## src/rtl/rts_pkg.sv

```systemverilog
package rts_pkg;

  typedef enum logic [1:0] {
    ERR_NONE  = 2'd0,
    ERR_NOTAG = 2'd1,
    ERR_CRC   = 2'd2,
    ERR_RESP  = 2'd3
  } rts_err_e;

  typedef enum logic [1:0] {
    MD_REG   = 2'd0,
    MD_BLOCK = 2'd1,
    MD_WRESP = 2'd2
  } rts_mode_e;

  localparam logic [3:0] NIB_DATA_TAG = 4'hF;
  localparam logic [3:0] NIB_RESP_TAG = 4'hC;
  localparam logic [3:0] NIB_LAST_PKT = 4'h3;
  localparam logic [15:0] CRC_SEED    = 16'hFFFF;
  localparam logic [15:0] CRC_POLY    = 16'h1021;

  function automatic rts_mode_e mode_decode(input logic [1:0] m);
    if (m[1])      return MD_WRESP;
    else if (m[0]) return MD_BLOCK;
    else           return MD_REG;
  endfunction

  function automatic logic [15:0] crc_step(input logic [15:0] c, input logic [7:0] d);
    logic [15:0] x;
    x = c ^ {d, 8'h00};
    for (int k = 0; k < 8; k++) begin
      x = x[15] ? ((x << 1) ^ CRC_POLY) : (x << 1);
    end
    return x;
  endfunction

endpackage

```

## src/rtl/rts_crc16.sv

```systemverilog
module rts_crc16
  import rts_pkg::*;
(
  input  logic        clk,
  input  logic        rst_n,
  input  logic        init,
  input  logic        step,
  input  logic [7:0]  din,
  output logic [15:0] crc
);

  always_ff @(posedge clk or negedge rst_n) begin
    if (!rst_n)    crc <= CRC_SEED;
    else if (init) crc <= CRC_SEED;
    else if (step) crc <= crc_step(crc, din);
  end

endmodule

```

## src/rtl/rts_wresp_eval.sv

```systemverilog
module rts_wresp_eval
  import rts_pkg::*;
(
  input  logic [3:0][7:0] win,
  output logic            found,
  output logic            good
);

  logic [1:0] sel;

  always_comb begin
    sel   = 2'd0;
    found = 1'b0;
    for (int i = 0; i < 3; i++) begin
      if (win[i][7:4] == NIB_RESP_TAG) begin
        sel   = 2'(i);
        found = 1'b1;
      end
    end
    good = found && (win[sel][3:0] == NIB_LAST_PKT) && (win[sel + 2'd1] == 8'h00);
  end

endmodule

```

## src/rtl/spi_reply_scanner.sv

```systemverilog
module spi_reply_scanner
  import rts_pkg::*;
#(
  parameter int LEN_W      = 16,
  parameter int PKT_BYTES  = 8192,
  parameter int WIN_BYTES  = 8,
  parameter int POLL_LIMIT = 100
) (
  input  logic             clk,
  input  logic             rst_n,
  input  logic             go,
  input  logic [1:0]       mode,
  input  logic [LEN_W-1:0] xfer_len,
  input  logic             crc_on,
  input  logic             clockless,
  output logic             busy,
  input  logic             rx_valid,
  output logic             rx_ready,
  input  logic [7:0]       rx_byte,
  output logic             dout_valid,
  input  logic             dout_ready,
  output logic [7:0]       dout_byte,
  output logic             dout_last,
  output logic [31:0]      reg_value,
  output logic             done,
  output logic             ok,
  output logic [1:0]       err_code
);

  localparam int SCAN_MAX = (WIN_BYTES > POLL_LIMIT) ? WIN_BYTES : POLL_LIMIT;
  localparam int SCAN_W   = $clog2(SCAN_MAX + 1);
  localparam logic [LEN_W-1:0] PKT_L = LEN_W'(PKT_BYTES);
  localparam logic [LEN_W-1:0] REG_L = LEN_W'(4);

  typedef enum logic [2:0] {
    S_IDLE, S_HUNT, S_DATA, S_CRCH, S_CRCL, S_WCAP, S_FIN
  } st_e;

  st_e              st;
  rts_mode_e        md;
  logic             crc_en_q, ck_q;
  logic [SCAN_W-1:0] scan_cnt, scan_lim;
  logic [LEN_W-1:0] pk_left, rem, pkt_first;
  logic [7:0]       crc_hi;
  logic [2:0][7:0]  wwin;
  logic [1:0]       wcnt;
  logic             ok_q;
  rts_err_e         err_q;
  logic             hs, is_tag;
  logic [15:0]      crc_val;
  logic             w_found, w_good;
  logic             crc_bad;

  assign hs        = rx_valid && rx_ready;
  assign is_tag    = rx_byte[7:4] == NIB_DATA_TAG;
  assign scan_lim  = (md == MD_REG) ? SCAN_W'(WIN_BYTES) : SCAN_W'(POLL_LIMIT);
  assign pkt_first = (rem > PKT_L) ? PKT_L : rem;
  assign crc_bad   = ({crc_hi, rx_byte} != crc_val) && !((md == MD_REG) && ck_q);

  rts_crc16 u_crc (
    .clk  (clk),
    .rst_n(rst_n),
    .init (st == S_HUNT && hs && is_tag),
    .step (st == S_DATA && hs),
    .din  (rx_byte),
    .crc  (crc_val)
  );

  rts_wresp_eval u_weval (
    .win  ({rx_byte, wwin}),
    .found(w_found),
    .good (w_good)
  );

  always_comb begin
    unique case (st)
      S_HUNT, S_CRCH, S_CRCL, S_WCAP: rx_ready = 1'b1;
      S_DATA:  rx_ready = (md == MD_BLOCK) ? dout_ready : 1'b1;
      default: rx_ready = 1'b0;
    endcase
  end

  assign dout_valid = (st == S_DATA) && (md == MD_BLOCK) && rx_valid;
  assign dout_byte  = rx_byte;
  assign dout_last  = dout_valid && (rem == LEN_W'(1));
  assign busy       = st != S_IDLE;
  assign done       = st == S_FIN;
  assign ok         = ok_q;
  assign err_code   = err_q;

  always_ff @(posedge clk or negedge rst_n) begin
    if (!rst_n) begin
      st        <= S_IDLE;
      md        <= MD_REG;
      crc_en_q  <= 1'b0;
      ck_q      <= 1'b0;
      scan_cnt  <= '0;
      pk_left   <= '0;
      rem       <= '0;
      crc_hi    <= '0;
      wwin      <= '0;
      wcnt      <= '0;
      reg_value <= '0;
      ok_q      <= 1'b0;
      err_q     <= ERR_NONE;
    end else begin
      unique case (st)
        S_IDLE: if (go) begin
          md        <= mode_decode(mode);
          crc_en_q  <= crc_on;
          ck_q      <= clockless;
          rem       <= xfer_len;
          scan_cnt  <= '0;
          wcnt      <= '0;
          reg_value <= '0;
          ok_q      <= 1'b0;
          err_q     <= ERR_NONE;
          if (mode_decode(mode) == MD_WRESP) st <= S_WCAP;
          else if (mode_decode(mode) == MD_BLOCK && xfer_len == '0) begin
            st   <= S_FIN;
            ok_q <= 1'b1;
          end else st <= S_HUNT;
        end
        S_HUNT: if (hs) begin
          if (is_tag) begin
            st       <= S_DATA;
            scan_cnt <= '0;
            pk_left  <= (md == MD_REG) ? REG_L : pkt_first;
          end else if (scan_cnt == scan_lim - SCAN_W'(1)) begin
            st    <= S_FIN;
            err_q <= ERR_NOTAG;
          end else begin
            scan_cnt <= scan_cnt + SCAN_W'(1);
          end
        end
        S_DATA: if (hs) begin
          if (md == MD_REG) reg_value <= {reg_value[23:0], rx_byte};
          else              rem <= rem - LEN_W'(1);
          pk_left <= pk_left - LEN_W'(1);
          if (pk_left == LEN_W'(1)) begin
            if (crc_en_q) st <= S_CRCH;
            else if (md == MD_REG || rem == LEN_W'(1)) begin
              st   <= S_FIN;
              ok_q <= 1'b1;
            end else st <= S_HUNT;
          end
        end
        S_CRCH: if (hs) begin
          crc_hi <= rx_byte;
          st     <= S_CRCL;
        end
        S_CRCL: if (hs) begin
          if (crc_bad) begin
            st    <= S_FIN;
            err_q <= ERR_CRC;
          end else if (md == MD_REG || rem == '0) begin
            st   <= S_FIN;
            ok_q <= 1'b1;
          end else st <= S_HUNT;
        end
        S_WCAP: if (hs) begin
          if (wcnt == 2'd3) begin
            st    <= S_FIN;
            ok_q  <= w_good;
            err_q <= w_good ? ERR_NONE : (w_found ? ERR_RESP : ERR_NOTAG);
          end else begin
            wwin <= {rx_byte, wwin[2:1]};
            wcnt <= wcnt + 2'd1;
          end
        end
        S_FIN:   st <= S_IDLE;
        default: st <= S_IDLE;
      endcase
    end
  end

  // completion is a single-cycle pulse
  a_r10_done_pulse: assert property (@(posedge clk) disable iff (!rst_n)
    done |=> !done);

  // pass flag agrees with error code when reported
  a_r10_ok_matches_err: assert property (@(posedge clk) disable iff (!rst_n)
    done |-> (ok == (err_code == ERR_NONE)));

  // a stalled output never lets an input byte through
  a_r8_backpressure: assert property (@(posedge clk) disable iff (!rst_n)
    (dout_valid && !dout_ready) |-> !rx_ready);

  // nothing is accepted while idle
  a_r1_idle_closed: assert property (@(posedge clk) disable iff (!rst_n)
    !busy |-> !rx_ready);

  // the tag hunt counter stays inside its window
  a_r3_scan_bound: assert property (@(posedge clk) disable iff (!rst_n)
    (st == S_HUNT) |-> (scan_cnt < scan_lim));

  // a start pulse during a transfer does not restart it
  a_r12_go_ignored: assert property (@(posedge clk) disable iff (!rst_n)
    (busy && !done && go && !hs) |=> ($stable(md) && busy));

endmodule

```

## config.mk

```make
export PLATFORM = sky130hd
export DESIGN_NAME = spi_reply_scanner
export DESIGN_NICKNAME = d
export VERILOG_FILES = /design/src/rtl/rts_pkg.sv /design/src/rtl/rts_crc16.sv /design/src/rtl/rts_wresp_eval.sv /design/src/rtl/spi_reply_scanner.sv
export SDC_FILE = /design/constraint.sdc
export NUM_CORES = 1
export LEC_CHECK = 0
export CAP_MARGIN = 25
export CORE_AREA = 2 2 160 162
export CTS_CLUSTER_DIAMETER = 120
export DETAILED_ROUTE_END_ITERATION = 10
export DIE_AREA = 0 0 162 164
export DONT_BUFFER_PORTS = 1
export PLACE_DENSITY = 0.45
export SYNTH_ARGS = -nofsm -noshare
export SYNTH_HDL_FRONTEND = slang
export SYNTH_HIERARCHICAL = 1
export SYNTH_SLANG_ARGS = --single-unit
```

## constraint.sdc

```tcl
create_clock -name clk -period 2.55 [get_ports clk]
set_input_delay 0.255 -clock clk [delete_from_list [all_inputs] [get_ports clk]]
set_output_delay 0.255 -clock clk [all_outputs]
set_load 0.01 [all_outputs]
```

# Word-level counts from Yosys, hierarchy flattened
# Index checks and enable logic that the tools add are counted.
[classes] n_addsub=6 order_cmp=3 n_eq_ne=40 mux=92 n_bitwise=10 n_reduce_logical=40
[ops] operator="16-bit 2-to-1 mux" count=10
[ops] operator="13-bit 2-to-1 mux" count=8
[ops] operator="32-bit 2-to-1 mux" count=3
[ops] operator="16-bit one-hot mux with 2 select lines" count=2
[ops] operator="32-bit one-hot mux with 2 select lines" count=1
[ops] operator="3-bit 2-to-1 mux" count=16
[ops] operator="2-bit 2-to-1 mux" count=19
[ops] operator="7-bit 2-to-1 mux" count=5
[ops] operator="8-bit binary-select mux with 2-bit select" count=2
[ops] operator="16-bit by 1-bit equality test with 1-bit output (second input constant)" count=2
[ops] operator="16-bit zero test" count=2
[ops] operator="16-bit by 1-bit subtractor with 16-bit output (second input constant)" count=2
[ops] operator="2-bit inequality test (second input constant)" count=15
[ops] operator="3-bit NOT" count=8
[ops] operator="4-bit AND reduction" count=5
[ops] operator="1-bit 2-to-1 mux" count=18
[ops] operator="3-bit one-hot mux with 6 select lines" count=1
[ops] operator="9-bit AND reduction" count=2
[ops] operator="4-bit equality test (second input constant)" count=4
[ops] operator="16-bit by 14-bit > comparator with 1-bit output (second input constant)" count=1
[ops] operator="16-bit inequality test" count=1
[ops] operator="16-bit XOR" count=1
[ops] operator="7-bit one-hot mux with 2 select lines" count=1
[ops] operator="1-bit logical AND" count=12
[ops] operator="33 further kinds" count=50
[word_totals] ff_bits=131 output_inout_bits=48 word_cells=207

# Longest topological paths before layout
[depth] ltp_word=19 ltp_mapped=9 ltp_nobuf=9

# Cells and area by module
# Netlist, hierarchy kept.
[modules_own_cells] mod="spi_reply_scanner" n_inst=1 cells_each=655 area_each_um2=6160.9 seq_area_each_um2=2877.8
[modules_own_cells] mod="rts_crc16" n_inst=1 cells_each=80 area_each_um2=1038.5 seq_area_each_um2=420.4
[modules_own_cells] mod="rts_wresp_eval" n_inst=1 cells_each=21 area_each_um2=157.7 seq_area_each_um2=0.0

# Least setup slack after synthesis
# No wires, ideal clock.
[synth_path] path_type="reg-to-reg" startpoint="reg rem[0]" endpoint="reg pk_left[3]" t_arrival_ns=2.081 t_required_ns=2.482 setup_slack_ns=0.401 stages_incl_launch_ff=10 path_buffers=1 path_cell_list="dfrtp_1 -> inv_1 -> ha_1 -> nor3b_2 -> nand4b_4 -> a2111oi_4 -> and2_1 -> buf_4 -> a222oi_1 -> inv_1"
[synth_between] elab_chain_len=6
[synth_rtl] item="start: declaration" line="spi_reply_scanner.sv:43" text="logic [LEN_W-1:0] pk_left, rem, pkt_first;"
[synth_rtl] item="start signal: assignment" line="spi_reply_scanner.sv:112" text="rem <= xfer_len;"
[synth_rtl] item="start signal: assignment" line="spi_reply_scanner.sv:138" text="else rem <= rem - LEN_W'(1);"
[synth_rtl] item="16-bit by 14-bit > comparator with 1-bit output" line="spi_reply_scanner.sv:57" text="assign pkt_first = (rem > PKT_L) ? PKT_L : rem;"
[synth_rtl] item="16-bit 2-to-1 mux" line="spi_reply_scanner.sv:57"
[synth_rtl] item="16-bit 2-to-1 mux" line="spi_reply_scanner.sv:128" text="pk_left <= (md == MD_REG) ? REG_L : pkt_first;"
[synth_rtl] item="16-bit 2-to-1 mux" line="spi_reply_scanner.sv:125" text="if (is_tag) begin"
[synth_rtl] item="16-bit 2-to-1 mux" line="spi_reply_scanner.sv:124" text="S_HUNT: if (hs) begin"
[synth_rtl] item="16-bit one-hot mux with 2 select lines" line="spi_reply_scanner.sv:107" text="unique case (st)"
[synth_rtl] item="end signal: assignment" line="spi_reply_scanner.sv:128"
[synth_rtl] item="end signal: assignment" line="spi_reply_scanner.sv:139" text="pk_left <= pk_left - LEN_W'(1);"
[synth_rtl] item="end: declaration" line="spi_reply_scanner.sv:43"
# Every way passes these cells. The select of a mux whose other input is x is not followed.
# A chain may end at the register's enable or synchronous reset.

# Worst setup path after layout
[layout_path] startpoint="reg st[2]" endpoint="out dout_last"
[layout_between] elab_chain_len=4
[layout_rtl] item="start: declaration" line="spi_reply_scanner.sv:39" text="st_e st;"
[layout_rtl] item="start signal: assignment" line="spi_reply_scanner.sv:93" text="st <= S_IDLE;"
[layout_rtl] item="start signal: assignment" line="spi_reply_scanner.sv:118" text="if (mode_decode(mode) == MD_WRESP) st <= S_WCAP;"
[layout_rtl] item="start signal: assignment" line="spi_reply_scanner.sv:120" text="st <= S_FIN;"
[layout_rtl] item="3-bit by 2-bit equality test with 1-bit output" line="spi_reply_scanner.sv:83" text="assign dout_valid = (st == S_DATA) && (md == MD_BLOCK) && rx_valid;"
[layout_rtl] item="1-bit logical AND (2 in a row)" line="spi_reply_scanner.sv:83"
[layout_rtl] item="1-bit logical AND" line="spi_reply_scanner.sv:85" text="assign dout_last = dout_valid && (rem == LEN_W'(1));"
[layout_rtl] item="end: declaration" line="spi_reply_scanner.sv:23" text="output logic dout_last,"
# Every way passes these cells.

==> out/metrics.cfg <==
[status]
status = finished with violations
violations = negative hold slack

[clocking]
cts_tree = built
clockBufferDepth = 2
holdBufCountCts = 13
cts_setup_buffers = 0
cts_sinks = 131
cts_resized = 0
cts-root-buf = clkbuf_16
path_clk_slew_ns = 0.06
clock_latency_ns = 0.42
cts_buffers = 17
cts_htree_levels = 4

[power]
power.total_mw = 10.39
power_density_nw_per_um2 = 1213
max-vdd-ir-drop_mv = 0.4122
power.leakage_nw = 3.559

[sta]
finalCriticalPeriod_ns = 2.367
max_slew_margin = 0.4891
worst_pin_slew_ns = 0.7584
holdWs_ns = -0.4606
fin_tns_setup_ns = 0
finalCritPeriodShare = 0.9282
slew_violations = 0
max_freq_ghz = 0.4225
clock_skew_ns = 0.009018
rsz0062_at_grt = no
hold_viol_final = 131
setup_viol = 0

[logic_synthesis]
ys_top_cells_by_count = dfrtp_1, nand2_1, o21ai_0
post-synth-top-area-fraction = 0.3912
syn_avg_cell_area_um2 = 9.732
yosysMostFrequentCell = dfrtp_1
ys_seq_area_frac = 0.4483
synthTopCellsByArea = dfrtp_1, nand2_1, dfstp_2
async_flop_share = 1.000
synth_ff_type = dfrtp_1
syn-num-nets = 795
yosys_register_bits = 131
yosysWarnings = 6
synth_top_cell_by_area = dfrtp_1
ys_types = 84
synth_cells = 756
syn-cell-area_um2 = 7357
synth_edf_count = 0

[placement]
port_buffers = 0
dp_hpwl_um = 14140
gp_congestion = 0.7713
placed_cell_area_um2 = 7801

[critical_path]
cp.arrival_ns = 2.11
cp-end-kind = output port
worstSetupStartpointType = register
worstPathMaxFanout = 26
critPathRequiredTime_ns = 2.30
crit_type = reg2out

[layout]
final_util = 0.3452
fin_nets = 812
num_antenna_cells = 0
syn_to_final_growth_pct = 16.45
drive_above_1_share = 0.1552
design_area_um2 = 8567

[floorplanning]
die_w_um = 162
start_util = 0.2964
core-area_um2 = 24820
dieHeight_um = 164
io_pins = 81
rows = 58
die-area_um2 = 26570

[routing]
vias_per_cell = 5.047
finalWirelength_um = 21060
via_count = 5632
drtPass1Iterations = 5
ant_nets = 0
drc = 0
drt-initial-drc-count = 447
avgRoutedWirePerCell_um = 18.87

[global_route]
grt-ovfl-total = 0
grt_usage = 0.1643
grt_max_degree = 132
grt_antenna_before_repair = 0
grt_pass1_vias = 5653
grt_first_pass_wirelength_um = 33590

[run]
maxCapViolations = 0

[hold_path]
min_path_type = in2async

## state kept, by name, indices dropped and copies added (netlist names)
signal	cells
reg_value	32
crc_en_q	1
scan_cnt	7
wcnt	2
ok	1
ck_q	1
wwin	24
err_code	2
st	3
pk_left	16
crc_hi	8
md	2
rem	16
u_crc/crc	16
## kinds of logic after synthesis
kind of cell             share of synthesized area
multiplexers                               0.06225
buffers and inverters                      0.03707
flip-flops                                  0.4483
AND/OR/NAND/NOR                             0.2003
AO/OA/AOI/OAI                               0.1628
XOR/XNOR                                   0.07908
adder cells (fa/ha/maj)                    0.01020
## per-stage QoR
| stage | std cells | setup WS (ns) |
|---|---|---|
| 2_1_floorplan | 756 | 0.4013 |
| 4_1_cts | 1116 | 0.1703 |
| 3_5_place_dp | 1071 | 0.2525 |
| 5_1_grt | 1116 | 0.04515 |
| 3_3_place_gp | 1071 | 0.2879 |
| 6_report | 1116 | 0.1831 |
## layout by cell type (no fill, tap or decap), types with 16 or more instances in the layout
cell type	n
a21oi_1	43
buf_4	30
clkbuf_16	17
dfrtp_1	115
dfstp_2	16
mux2_1	22
mux2_2	16
nand2_1	112
nor2_1	41
nor3_1	24
nor4_1	20
o21ai_0	58
o21ai_1	19
xor2_1	22
## power by group
group | internal [mW] | total, mW | switching (mW) | leakage [nW]
Sequential | 2.93 | 3.86 | 0.932 | 1.65
Combinational | 1.89 | 3.86 | 1.97 | 1.60
Clock | 1.69 | 2.67 | 0.975 | 0.303
## worst paths after layout
check,slack (ns),endpoint,depth (start not counted),from
max in group asynchronous,2.72,u_crc/crc[12],0,rst_n
worst max register to register,0.22,ok,9,wwin[20]
min in group clk,0.02,rem[4],2,xfer_len[4]
worst min-delay path,-0.46,reg_value[26],0,rst_n
worst max-delay path,0.18,dout_last,4,st[2]
worst min register to register,0.48,wwin[0],1,wwin[0]
## final cells by class
cell class	count	area [µm²]
flip-flops and latches	131	3298
fillers	2536	16250
inverters	12	45.04
multi-input cells	567	3800
repair buffers	44	375.4
well taps	330	412.9
clock buffers	20	456.7
clock inverters	12	178.9
## worst max-delay path: stages, from the launching register on
cell,delay [ns]
dfrtp_1,0.59
nor3_2,0.19
buf_4,0.34
and4b_1,0.29
and4_1,0.27
## layer usage
layer  vias up  share of wire  track usage
met3        16          0.043      0.03687
met2       107           0.47       0.2611
met1      2753           0.48       0.2255
met4         0          0.010      0.04586
li1       2756              -            -
met5         -              0            0
Power figures use the tool's default switching activity.
